### src/rtl/sld_pkg.sv
package sld_pkg;

   typedef enum logic [2:0] {
      CH_OFF   = 3'd0,
      CH_BLANK = 3'd1,
      CH_WATCH = 3'd2,
      CH_TRIP  = 3'd3,
      CH_PULSE = 3'd4,
      CH_HOLD  = 3'd5
   } ch_state_e;

   // Bits needed to hold the values 0 .. limit-1.
   function automatic int cnt_bits(input int limit);
      if (limit <= 2) return 1;
      return $clog2(limit);
   endfunction

endpackage

### src/rtl/sld_sync.sv
module sld_sync #(
   parameter int WIDTH  = 1,
   parameter int STAGES = 2
) (
   input  logic             clk,
   input  logic             rst_n,
   input  logic [WIDTH-1:0] d,
   output logic [WIDTH-1:0] q
);

   if (STAGES < 2) begin : g_bad_stages
      $fatal(1, "sld_sync: STAGES must be at least 2");
   end

   logic [WIDTH-1:0] pipe [STAGES];

   for (genvar s = 0; s < STAGES; s++) begin : g_stage
      if (s == 0) begin : g_first
         always_ff @(posedge clk or negedge rst_n) begin
            if (!rst_n) pipe[s] <= '0;
            else        pipe[s] <= d;
         end
      end else begin : g_next
         always_ff @(posedge clk or negedge rst_n) begin
            if (!rst_n) pipe[s] <= '0;
            else        pipe[s] <= pipe[s-1];
         end
      end
   end

   assign q = pipe[STAGES-1];

endmodule

### src/rtl/sld_chan.sv
module sld_chan
   import sld_pkg::*;
#(
   parameter int BLANK_CYC    = 60,
   parameter int DEGL_CYC     = 10,
   parameter int RETRY_PERIOD = 1000,
   parameter int PULSE_W      = 100,
   parameter int RETRY_MODE   = 0
) (
   input  logic clk,
   input  logic rst_n,
   input  logic en,
   input  logic drn_s,
   input  logic clr,
   output logic gate,
   output logic fault
);

   localparam int BW = cnt_bits(BLANK_CYC);
   localparam int DW = cnt_bits(DEGL_CYC);
   localparam int RW = cnt_bits(RETRY_PERIOD);
   localparam logic [BW-1:0] BT_LAST  = BW'(BLANK_CYC - 1);
   localparam logic [DW-1:0] DG_LAST  = DW'(DEGL_CYC - 1);
   localparam logic [RW-1:0] RT_LAST  = RW'(RETRY_PERIOD - 1);
   localparam logic [RW-1:0] RT_PEND  = RW'(PULSE_W - 1);
   localparam logic [RW-1:0] RT_BLANK = RW'(BLANK_CYC);
   localparam ch_state_e     TRIP_TO  = (RETRY_MODE != 0) ? CH_HOLD : CH_TRIP;

   ch_state_e       st;
   logic [BW-1:0]   bt;
   logic [DW-1:0]   dg;
   logic [RW-1:0]   rt;
   logic            check_on;
   logic            deg_done;

   // Short check is live after blanking, on continuous drive or inside a retry pulse.
   assign check_on = (st == CH_WATCH) || ((st == CH_PULSE) && (rt >= RT_BLANK));
   assign deg_done = check_on && drn_s && (dg == DG_LAST);
   assign gate     = (st == CH_BLANK) || (st == CH_WATCH) || (st == CH_PULSE);

   // Deglitch counter: consecutive high samples while the check is live.
   always_ff @(posedge clk or negedge rst_n) begin
      if (!rst_n)                                      dg <= '0;
      else if (!en || !check_on || !drn_s || deg_done) dg <= '0;
      else                                             dg <= dg + 1'b1;
   end

   // Retry phase counter exists only in the pulsing variant.
   if (RETRY_MODE != 0) begin : g_retry
      localparam logic [RW-1:0] RT_PW = RW'(PULSE_W);
      always_ff @(posedge clk or negedge rst_n) begin
         if (!rst_n)                             rt <= '0;
         else if (!en)                           rt <= '0;
         else if (st == CH_WATCH && deg_done)    rt <= RT_PW;
         else if (st == CH_HOLD || st == CH_PULSE)
            rt <= (rt == RT_LAST) ? '0 : rt + 1'b1;
         else                                    rt <= '0;
      end
   end else begin : g_latch
      assign rt = '0;
   end

   // Channel sequence, blanking timer and fault bit.
   always_ff @(posedge clk or negedge rst_n) begin
      if (!rst_n) begin
         st    <= CH_OFF;
         bt    <= '0;
         fault <= 1'b0;
      end else begin
         if (!en) begin
            st <= CH_OFF;
            bt <= '0;
            if (RETRY_MODE != 0) fault <= 1'b0;
         end else begin
            unique case (st)
               CH_OFF: begin
                  st    <= CH_BLANK;
                  bt    <= '0;
                  fault <= 1'b0;
               end
               CH_BLANK: begin
                  if (bt == BT_LAST) st <= CH_WATCH;
                  else               bt <= bt + 1'b1;
               end
               CH_WATCH: begin
                  if (deg_done) begin
                     fault <= 1'b1;
                     st    <= TRIP_TO;
                  end
               end
               CH_TRIP: st <= CH_TRIP;
               CH_PULSE: begin
                  if (deg_done) begin
                     fault <= 1'b1;
                     st    <= CH_HOLD;
                  end else if (rt == RT_PEND) begin
                     fault <= 1'b0;
                     st    <= CH_WATCH;
                  end
               end
               CH_HOLD: begin
                  if (rt == RT_LAST) st <= CH_PULSE;
               end
               default: st <= CH_OFF;
            endcase
         end
         if (clr) fault <= 1'b0;
      end
   end

endmodule

### src/rtl/sld_guard.sv
module sld_guard
   import sld_pkg::*;
#(
   parameter int N_CH         = 6,
   parameter int BLANK_CYC    = 60,
   parameter int DEGL_CYC     = 10,
   parameter int RETRY_PERIOD = 1000,
   parameter int PULSE_W      = 100,
   parameter int RETRY_MODE   = 0,
   parameter int SYNC_STAGES  = 2
) (
   input  logic            clk,
   input  logic            rst_n,
   input  logic [N_CH-1:0] chan_en,
   input  logic [N_CH-1:0] drain_hi,
   input  logic            fault_clr,
   output logic [N_CH-1:0] gate_drv,
   output logic [N_CH-1:0] fault_bits,
   output logic            fault_any
);

   if (N_CH < 1) begin : g_bad_nch
      $fatal(1, "sld_guard: N_CH must be at least 1");
   end
   if (BLANK_CYC < 1 || DEGL_CYC < 1) begin : g_bad_times
      $fatal(1, "sld_guard: BLANK_CYC and DEGL_CYC must be at least 1");
   end
   if (RETRY_MODE != 0 && RETRY_MODE != 1) begin : g_bad_mode
      $fatal(1, "sld_guard: RETRY_MODE must be 0 or 1");
   end
   if (RETRY_MODE != 0 && PULSE_W < BLANK_CYC + DEGL_CYC) begin : g_bad_pulse
      $fatal(1, "sld_guard: PULSE_W must cover blanking plus deglitch");
   end
   if (RETRY_MODE != 0 && RETRY_PERIOD <= PULSE_W) begin : g_bad_period
      $fatal(1, "sld_guard: RETRY_PERIOD must exceed PULSE_W");
   end

   logic [N_CH-1:0] drn_s;

   sld_sync #(
      .WIDTH  (N_CH),
      .STAGES (SYNC_STAGES)
   ) u_sync (
      .clk   (clk),
      .rst_n (rst_n),
      .d     (drain_hi),
      .q     (drn_s)
   );

   for (genvar i = 0; i < N_CH; i++) begin : g_ch
      sld_chan #(
         .BLANK_CYC    (BLANK_CYC),
         .DEGL_CYC     (DEGL_CYC),
         .RETRY_PERIOD (RETRY_PERIOD),
         .PULSE_W      (PULSE_W),
         .RETRY_MODE   (RETRY_MODE)
      ) u_chan (
         .clk   (clk),
         .rst_n (rst_n),
         .en    (chan_en[i]),
         .drn_s (drn_s[i]),
         .clr   (fault_clr),
         .gate  (gate_drv[i]),
         .fault (fault_bits[i])
      );
   end

   assign fault_any = |fault_bits;

endmodule

### config.mk
export PLATFORM = sky130hd
export DESIGN_NAME = sld_guard
export DESIGN_NICKNAME = d
export VERILOG_FILES = /design/src/rtl/sld_pkg.sv /design/src/rtl/sld_sync.sv /design/src/rtl/sld_chan.sv /design/src/rtl/sld_guard.sv
export SDC_FILE = /design/constraint.sdc
export NUM_CORES = 1
export LEC_CHECK = 0
export CORE_ASPECT_RATIO = 1.1
export CORE_MARGIN = 3
export CORE_UTILIZATION = 58
export CTS_CLUSTER_DIAMETER = 100
export DETAILED_ROUTE_END_ITERATION = 7
export DONT_BUFFER_PORTS = 1
export PLACE_DENSITY = 0.85
export SETUP_SLACK_MARGIN = 0.2
export SKIP_CTS_REPAIR_TIMING = 1
export SLEW_MARGIN = 10
export SYNTH_ARGS = -nofsm -noshare
export SYNTH_HDL_FRONTEND = slang
export SYNTH_HIERARCHICAL = 1
export SYNTH_SLANG_ARGS = --single-unit
### constraint.sdc
create_clock -name clk -period 1.3 [get_ports clk]
set_input_delay 0.065 -clock clk [delete_from_list [all_inputs] [get_ports clk]]
set_output_delay 0.065 -clock clk [all_outputs]
set_load 0.01 [all_outputs]
==> flow_metrics.env, run 1 <==
export IMPL_synth_edf_count=0
export IMPL_syn_avg_cell_area_um2=9.73
export IMPL_grtUsageTotal_pct=23.2
export IMPL_area_growth_pct=33.7
export IMPL_finalCritPeriodShare_pct=117
export IMPL_synthSimpleGateAreaFrac_pct=27.0
export IMPL_htreeDepth=3
export IMPL_clockBufferDepth=2
export IMPL_dp_final_hpwl_um=8060
export IMPL_final_common_cell="dfrtp_1"
export IMPL_netlist_instances=557
export IMPL_drc=0
export IMPL_rrSetupSlack_ns=-0.13
export IMPL_io_pins=28
export IMPL_grt_use_met3_pct=5.12
export IMPL_place_gp_congestion=0.865
export IMPL_tns_ns=-1.97
export IMPL_peakVddDrop_uv=548
export IMPL_critPathLaunchType="input pin"
export IMPL_synth_top_family_by_area="simple AND/OR/NAND/NOR gates"
export IMPL_max_freq_mhz=656
export IMPL_ant_nets=0
export IMPL_cts_sink_count=96
export IMPL_status="finished, violations left"
export IMPL_post_place_ws_ns=-0.0594
export IMPL_finalHoldViolCount=98
export IMPL_rsz0062_at_grt="true"
export IMPL_path_buf_inv=2
export IMPL_reg2reg_from="g_ch[5].u_chan/dg[1]"
export IMPL_worstMarginPinSlew_ns=0.616
export IMPL_final_max_slew_violation_count=0
export IMPL_die_x_um=98.2
export IMPL_cp_slowest_cell="dlygate4sd3_1"
export IMPL_muxShareOfSynthArea_pct=1.11
export IMPL_reg2reg_depth=5
export IMPL_synthArstFlopShare_pct=100
export IMPL_diodes=0
export IMPL_syn_cell_area_um2=5420
export IMPL_insertion_delay_ns=0.39
export IMPL_cap_violations=0
export IMPL_dr_pass1_iters=5
export IMPL_synth_compound_area_share_pct=18.0
export IMPL_r2r_end="g_ch[5].u_chan/fault"
export IMPL_via_count=5097
export IMPL_die_y_um=107
export IMPL_cp_slowest_stage_delay_ns=0.93
export IMPL_power_density_nw_per_um2=765
export IMPL_clk_pin_slew_ns=0.10
export IMPL_violations="hold timing, setup timing"
export IMPL_grt_pass1_vias=4352
export IMPL_drive_above_1_share_pct=44.0
export IMPL_worstPathRequired_ns=1.59
export IMPL_routed_wl_um=16500
export IMPL_root_buffer="clkbuf_8"
export IMPL_start_util_pct=60.4
export IMPL_ys_types=67
export IMPL_vias_per_cell=6.67
export IMPL_yosys_warnings=6
export IMPL_design_area_um2=7240
export IMPL_leakage_nw=3.06
export IMPL_grt_max_degree=97
export IMPL_crit_fanout=14
export IMPL_layout_common_cells="72 x dfrtp_1, 61 x buf_4, 49 x nand2_1"
export IMPL_grt_pass1_wl_um=20200
export IMPL_nets=678
export IMPL_gr_max_usage_layer="met2"
export IMPL_hold_path_class="input pin to asynchronous set/reset pin"
export IMPL_antenna_found_initial=1
export IMPL_seq_area_frac_synth_pct=44.3
export IMPL_postSynthNetCount=590
export IMPL_crit_type="input pin to flop"
export IMPL_synthAdderAreaFrac_pct=4.16
export IMPL_die_area_um2=10500
export IMPL_cts_tree="built"
export IMPL_cts_buffers=9
export IMPL_ys_flop_type="dfrtp_1"
export IMPL_fin_skew_ns=0.0121
export IMPL_cp_cell_sequence="dlygate4sd3_1, inv_1, or3_1, o22ai_1"
export IMPL_worstPathArrival_ns=1.81
export IMPL_grtUsageMet1_pct=28.9
export IMPL_drt_iter0_drc=461
export IMPL_period_minus_slack_ns=1.52
export IMPL_critPathTopFamily="buffers and inverters"
export IMPL_setup_viol=32
export IMPL_portBuffers=0
export IMPL_grtUsageMet2_pct=39.4
export IMPL_whs_ns=-0.640
export IMPL_setup_ws_ns=-0.225
export IMPL_synthXorXnorAreaFrac_pct=0.162
export IMPL_post_drt_wl_per_cell_um=21.6
export IMPL_overflow=0
export IMPL_core_area_um2=8960
export IMPL_dpl_instance_area_um2=5700
export IMPL_placementRows=36
export IMPL_ys_ff_latch=96
export IMPL_crit_path_end_kind="flop"
export IMPL_slew_headroom_pct=58.8
[registers in the layout (all words and copies together), names as in the netlist]
signal / count
g_ch.u_chan/st: 18
g_ch.u_chan/dg: 24
u_sync/pipe: 6
g_ch.u_chan/bt: 36
g_ch.u_chan/fault: 6
u_sync/q: 6
[worst reg2reg max path, delay by kind of cell, from the launching register on]
kind	cells	cell delay, ns
compound gates	2	0.48
fa+ha+maj	1	0.15
flops	1	0.42
simple gates	1	0.21
buf+inv	1	0.08
[report_power, final]
part | switching, mW | total, mW | internal, mW
clock | 1.11 | 2.02 | 0.910
combinational | 0.228 | 0.436 | 0.208
sequential | 0.0533 | 3.09 | 3.03
[how the worst max path moves through the flow]
stage | from | endpoint | slack [ns] | depth (start not counted)
global route | chan_en[1] | g_ch[1].u_chan/bt[2] | -0.30 | 4
floorplan | g_ch[2].u_chan/bt[0] | g_ch[2].u_chan/bt[0] | 0.05 | 4
global placement | g_ch[5].u_chan/st[1] | g_ch[5].u_chan/bt[5] | 0.06 | 3
CTS | g_ch[3].u_chan/st[0] | gate_drv[3] | -0.24 | 4
detailed placement | g_ch[5].u_chan/dg[1] | g_ch[5].u_chan/fault | -0.06 | 5
finish | chan_en[1] | g_ch[1].u_chan/bt[2] | -0.22 | 4
[metrics by stage]
step,utilization (%),total power [mW],std cells
2_1_floorplan,-,3.34,557
3_3_place_gp,63.6,3.34,668
3_5_place_dp,63.6,3.36,668
4_1_cts,65.9,5.31,684
5_1_grt,80.8,5.73,764
6_report,80.8,5.54,764
[cells by family after synthesis]
family / after synthesis
buffers and inverters: 56
flip-flops: 96
XOR/XNOR: 1
multiplexers: 6
AND/OR/NAND/NOR: 252
adder cells (fa/ha/maj): 18
AO/OA/AOI/OAI: 128
[synth_stat cells (all sizes together) (5+ instances only)]
cell type | instances | area, um^2
and4bb | 5 | 66.3
nor3b | 5 | 37.5
a31oi | 8 | 50.1
nand2 | 61 | 231
o32ai | 8 | 85.1
a21oi | 27 | 139
nand4b | 5 | 88.8
nor2 | 40 | 173
nor2b | 7 | 43.8
nand3 | 39 | 195
inv | 29 | 109
or2 | 8 | 50.1
a21boi | 7 | 52.6
o21a | 8 | 60.1
nor3 | 14 | 70.1
nand4 | 7 | 43.8
o21ai | 18 | 90.1
nand2b | 14 | 87.6
o22ai | 10 | 62.6
ha | 18 | 225
or3 | 6 | 37.5
nand3b | 11 | 82.6
buf | 24 | 160
a311oi | 5 | 50.0
and3b | 12 | 108
o311ai | 13 | 136
and3 | 9 | 56.3
dfrtp | 96 | 2400
mux2i | 6 | 60.1
[metal layers]
metal,routed length [um],vias to the layer above,share of wire (%)
met3,1100,79,6.7
met4,721,2,4.4
met2,8530,283,52
met5,7,-,0.042
li1,-,2216,-
met1,6140,2517,37
[layout make-up]
class / instances / area, um^2
Clock buffer: 13 / 179
Clock inverter: 3 / 23.8
Fill cell: 455 / 1720
Inverter: 29 / 111
Multi-Input combinational cell: 405 / 3420
Sequential cell: 96 / 2430
Tap cell: 114 / 143
Timing Repair Buffer: 104 / 928
(Power assumes the default switching activity.)
==> run 2, diff against run 1 <==
SYNTH_HIERARCHICAL = unset   (was 1)
==> flow_metrics.env, run 2 <==
export IMPL_status="finished, violations left"
export IMPL_violations="hold timing, setup timing"
export IMPL_vias_per_cell=6.85
export IMPL_diodes=0
export IMPL_ant_nets=0
export IMPL_placementRows=35
export IMPL_crit_top_cell="buf_6"
export IMPL_dpl_instance_area_um2=5680
export IMPL_yosys_area_top_type="dfrtp_1"
export IMPL_antenna_found_initial=0
export IMPL_dp_final_hpwl_um=7740
export IMPL_syn_avg_cell_area_um2=9.82
export IMPL_place_gp_congestion=0.855
export IMPL_area_growth_pct=38.3
export IMPL_ys_types=68
export IMPL_clockBufferDepth=2
export IMPL_drc=0
export IMPL_reg2reg_from="g_ch[3].u_chan.st[2]"
export IMPL_grt_pass1_vias=4212
export IMPL_cap_violations=0
export IMPL_rrSetupSlack_ns=-0.15
export IMPL_synthArstFlopShare_pct=100
export IMPL_worstPathRequired_ns=1.56
export IMPL_routed_wl_um=17400
export IMPL_grtUsageMet1_pct=28.5
export IMPL_cp_slowest_cell="dfrtp_1"
export IMPL_critPathLaunchType="flop"
export IMPL_grt_max_degree=97
export IMPL_drt_iter0_drc=400
export IMPL_finalCritPeriodShare_pct=111
export IMPL_dr_pass1_iters=5
export IMPL_layout_common_cells="73 x buf_4, 72 x dfrtp_1, 34 x nand2_1"
export IMPL_period_minus_slack_ns=1.45
export IMPL_peakVddDrop_uv=1110
export IMPL_dp_cells=650
export IMPL_postSynthNetCount=569
export IMPL_leakage_nw=3.03
export IMPL_crit_path_end_kind="flop"
export IMPL_crit_fanout=4
export IMPL_hold_path_class="input pin to asynchronous set/reset pin"
export IMPL_die_y_um=106
export IMPL_yosysMostFrequentCell="dfrtp_1"
export IMPL_largest_register="g_ch.u_chan.bt"
export IMPL_rsz0062_at_grt="true"
export IMPL_nets=656
export IMPL_power_total_mw=5.58
export IMPL_die_x_um=96.8
export IMPL_final_util_pct=84.8
export IMPL_slew_headroom_pct=65.9
export IMPL_htreeDepth=3
export IMPL_max_freq_mhz=691
export IMPL_synth_top_cells_by_count="96 x dfrtp_1, 41 x nand2_1, 33 x nand3_1, 31 x nor3_1, 27 x a21oi_1"
export IMPL_via_count=5062
export IMPL_worstMarginPinSlew_ns=0.511
export IMPL_grtUsageMet2_pct=37.1
export IMPL_netlist_instances=536
export IMPL_cts_tree="built"
export IMPL_fin_cells=739
export IMPL_post_drt_wl_per_cell_um=23.5
export IMPL_die_area_um2=10300
export IMPL_syn_cell_area_um2=5260
export IMPL_overflow=0
export IMPL_design_area_um2=7280
export IMPL_reg2reg_depth=5
export IMPL_portBuffers=0
export IMPL_seq_area_frac_synth_pct=45.6
export IMPL_crit_type="flop to flop"
export IMPL_synth_top_area_share_pct=45.6
export IMPL_worstPathArrival_ns=1.71
export IMPL_fin_skew_ns=0.0202
export IMPL_grt_pass1_wl_um=19300
export IMPL_start_util_pct=61.3
export IMPL_ys_ff_latch=96
export IMPL_largest_register_ffs=36
export IMPL_drive_above_1_share_pct=50.3
export IMPL_top_regs="g_ch.u_chan.bt: 36 flops, g_ch.u_chan.dg: 24 flops, g_ch.u_chan.st: 18 flops"
export IMPL_setup_ws_ns=-0.148
export IMPL_finalHoldViolCount=97
export IMPL_whs_ns=-0.639
export IMPL_final_common_cell="buf_4"
export IMPL_cp_slowest_stage_delay_ns=0.45
export IMPL_core_area_um2=8580
export IMPL_tns_ns=-2.13
export IMPL_r2r_end="g_ch[3].u_chan.bt[5]"
export IMPL_power_density_nw_per_um2=766
export IMPL_grt_use_met3_pct=5.31
export IMPL_cp_cell_sequence="buf_6, buf_6, nor2_4, o21ai_4, a221o_1"
export IMPL_grtUsageTotal_pct=22.4
export IMPL_setup_viol=36
export IMPL_synth_area_leaders="dfrtp_1 46%, ha_1 4.3%, nand3_1 3.1%, nor3_1 2.9%, nand2_1 2.9%"
export IMPL_cts_sink_count=96
export IMPL_cts_buffers=9
export IMPL_gr_max_usage_layer="met2"
export IMPL_post_place_ws_ns=-0.106
export IMPL_fillers=389
export IMPL_final_max_slew_violation_count=0
export IMPL_synth_edf_count=0
export IMPL_clk_pin_slew_ns=0.11
export IMPL_insertion_delay_ns=0.38
export IMPL_root_buffer="clkbuf_8"
export IMPL_critPathLaunch="g_ch[3].u_chan.st[2]"
export IMPL_yosys_warnings=0
export IMPL_ys_flop_type="dfrtp_1"
export IMPL_io_pins=28
run 2: cell count changes in the layout (fill, tap and decap cells not counted), moves of 7 or more:
| cell | change |
|---|---|
| nor2_1 | -18 |
| nand3_1 | -7 |
| mux2i_1 | +9 |
| inv_1 | -11 |
| buf_4 | +12 |
| nor3_2 | +9 |
| nand2b_1 | -9 |
| o21a_1 | -8 |
| nand2_1 | -15 |
run 2: area by class of cell:
cell class | instances | area, um^2 | share of cell area [%]
clock buffer | 10 | 138 | 1.89
clock inverter | 6 | 67.6 | 0.928
timing repair buffer | 117 | 1020 | 14.0
inverter | 15 | 56.3 | 0.773
multi-input combinational | 384 | 3430 | 47.1
sequential | 96 | 2430 | 33.4
tap | 111 | 139 | 1.91
run 2: cells by family after synthesis:
kind of cell,count (synthesis),share of synthesized area [%]
adders and majority gates,18,4.28
buffers and inverters,56,5.59
AOI/OAI and AO/OA,117,15.3
DFF,96,45.6
xor gates and xnor gates,4,0.665
and+or+nand+nor,228,25.3
muxes,17,3.28
run 2: worst max path at each step:
stage                                end  slack, ns  cells after the start
global route                 gate_drv[3]      -0.19                      4
global placement    g_ch[0].u_chan.bt[1]       0.02                      4
finish              g_ch[3].u_chan.bt[5]      -0.15                      5
CTS                          gate_drv[4]      -0.27                      3
floorplan           g_ch[0].u_chan.bt[5]      -0.02                      4
detailed placement  g_ch[3].u_chan.st[0]      -0.11                      5
run 2: per-layer routing:
layer	share of wire [%]	wire [um]
met5	0	0
met4	4.1	715
met2	51	8780
met3	7.9	1380
met1	37	6480
run 2: where the power goes:
| group | internal (mW) | switching [mW] | total, mW |
|---|---|---|---|
| sequential | 3.03 | 0.0538 | 3.09 |
| clock | 0.951 | 1.18 | 2.13 |
| combinational | 0.167 | 0.195 | 0.362 |
| total | 4.15 | 1.43 | 5.58 |
run 2: worst max-delay path: cells and delay by family, from the launching register on:
family,cells,cell delay (ns)
AOI/OAI and AO/OA,2,0.47
buffers and inverters,2,0.25
and+or+nand+nor,1,0.17
DFF,1,0.45
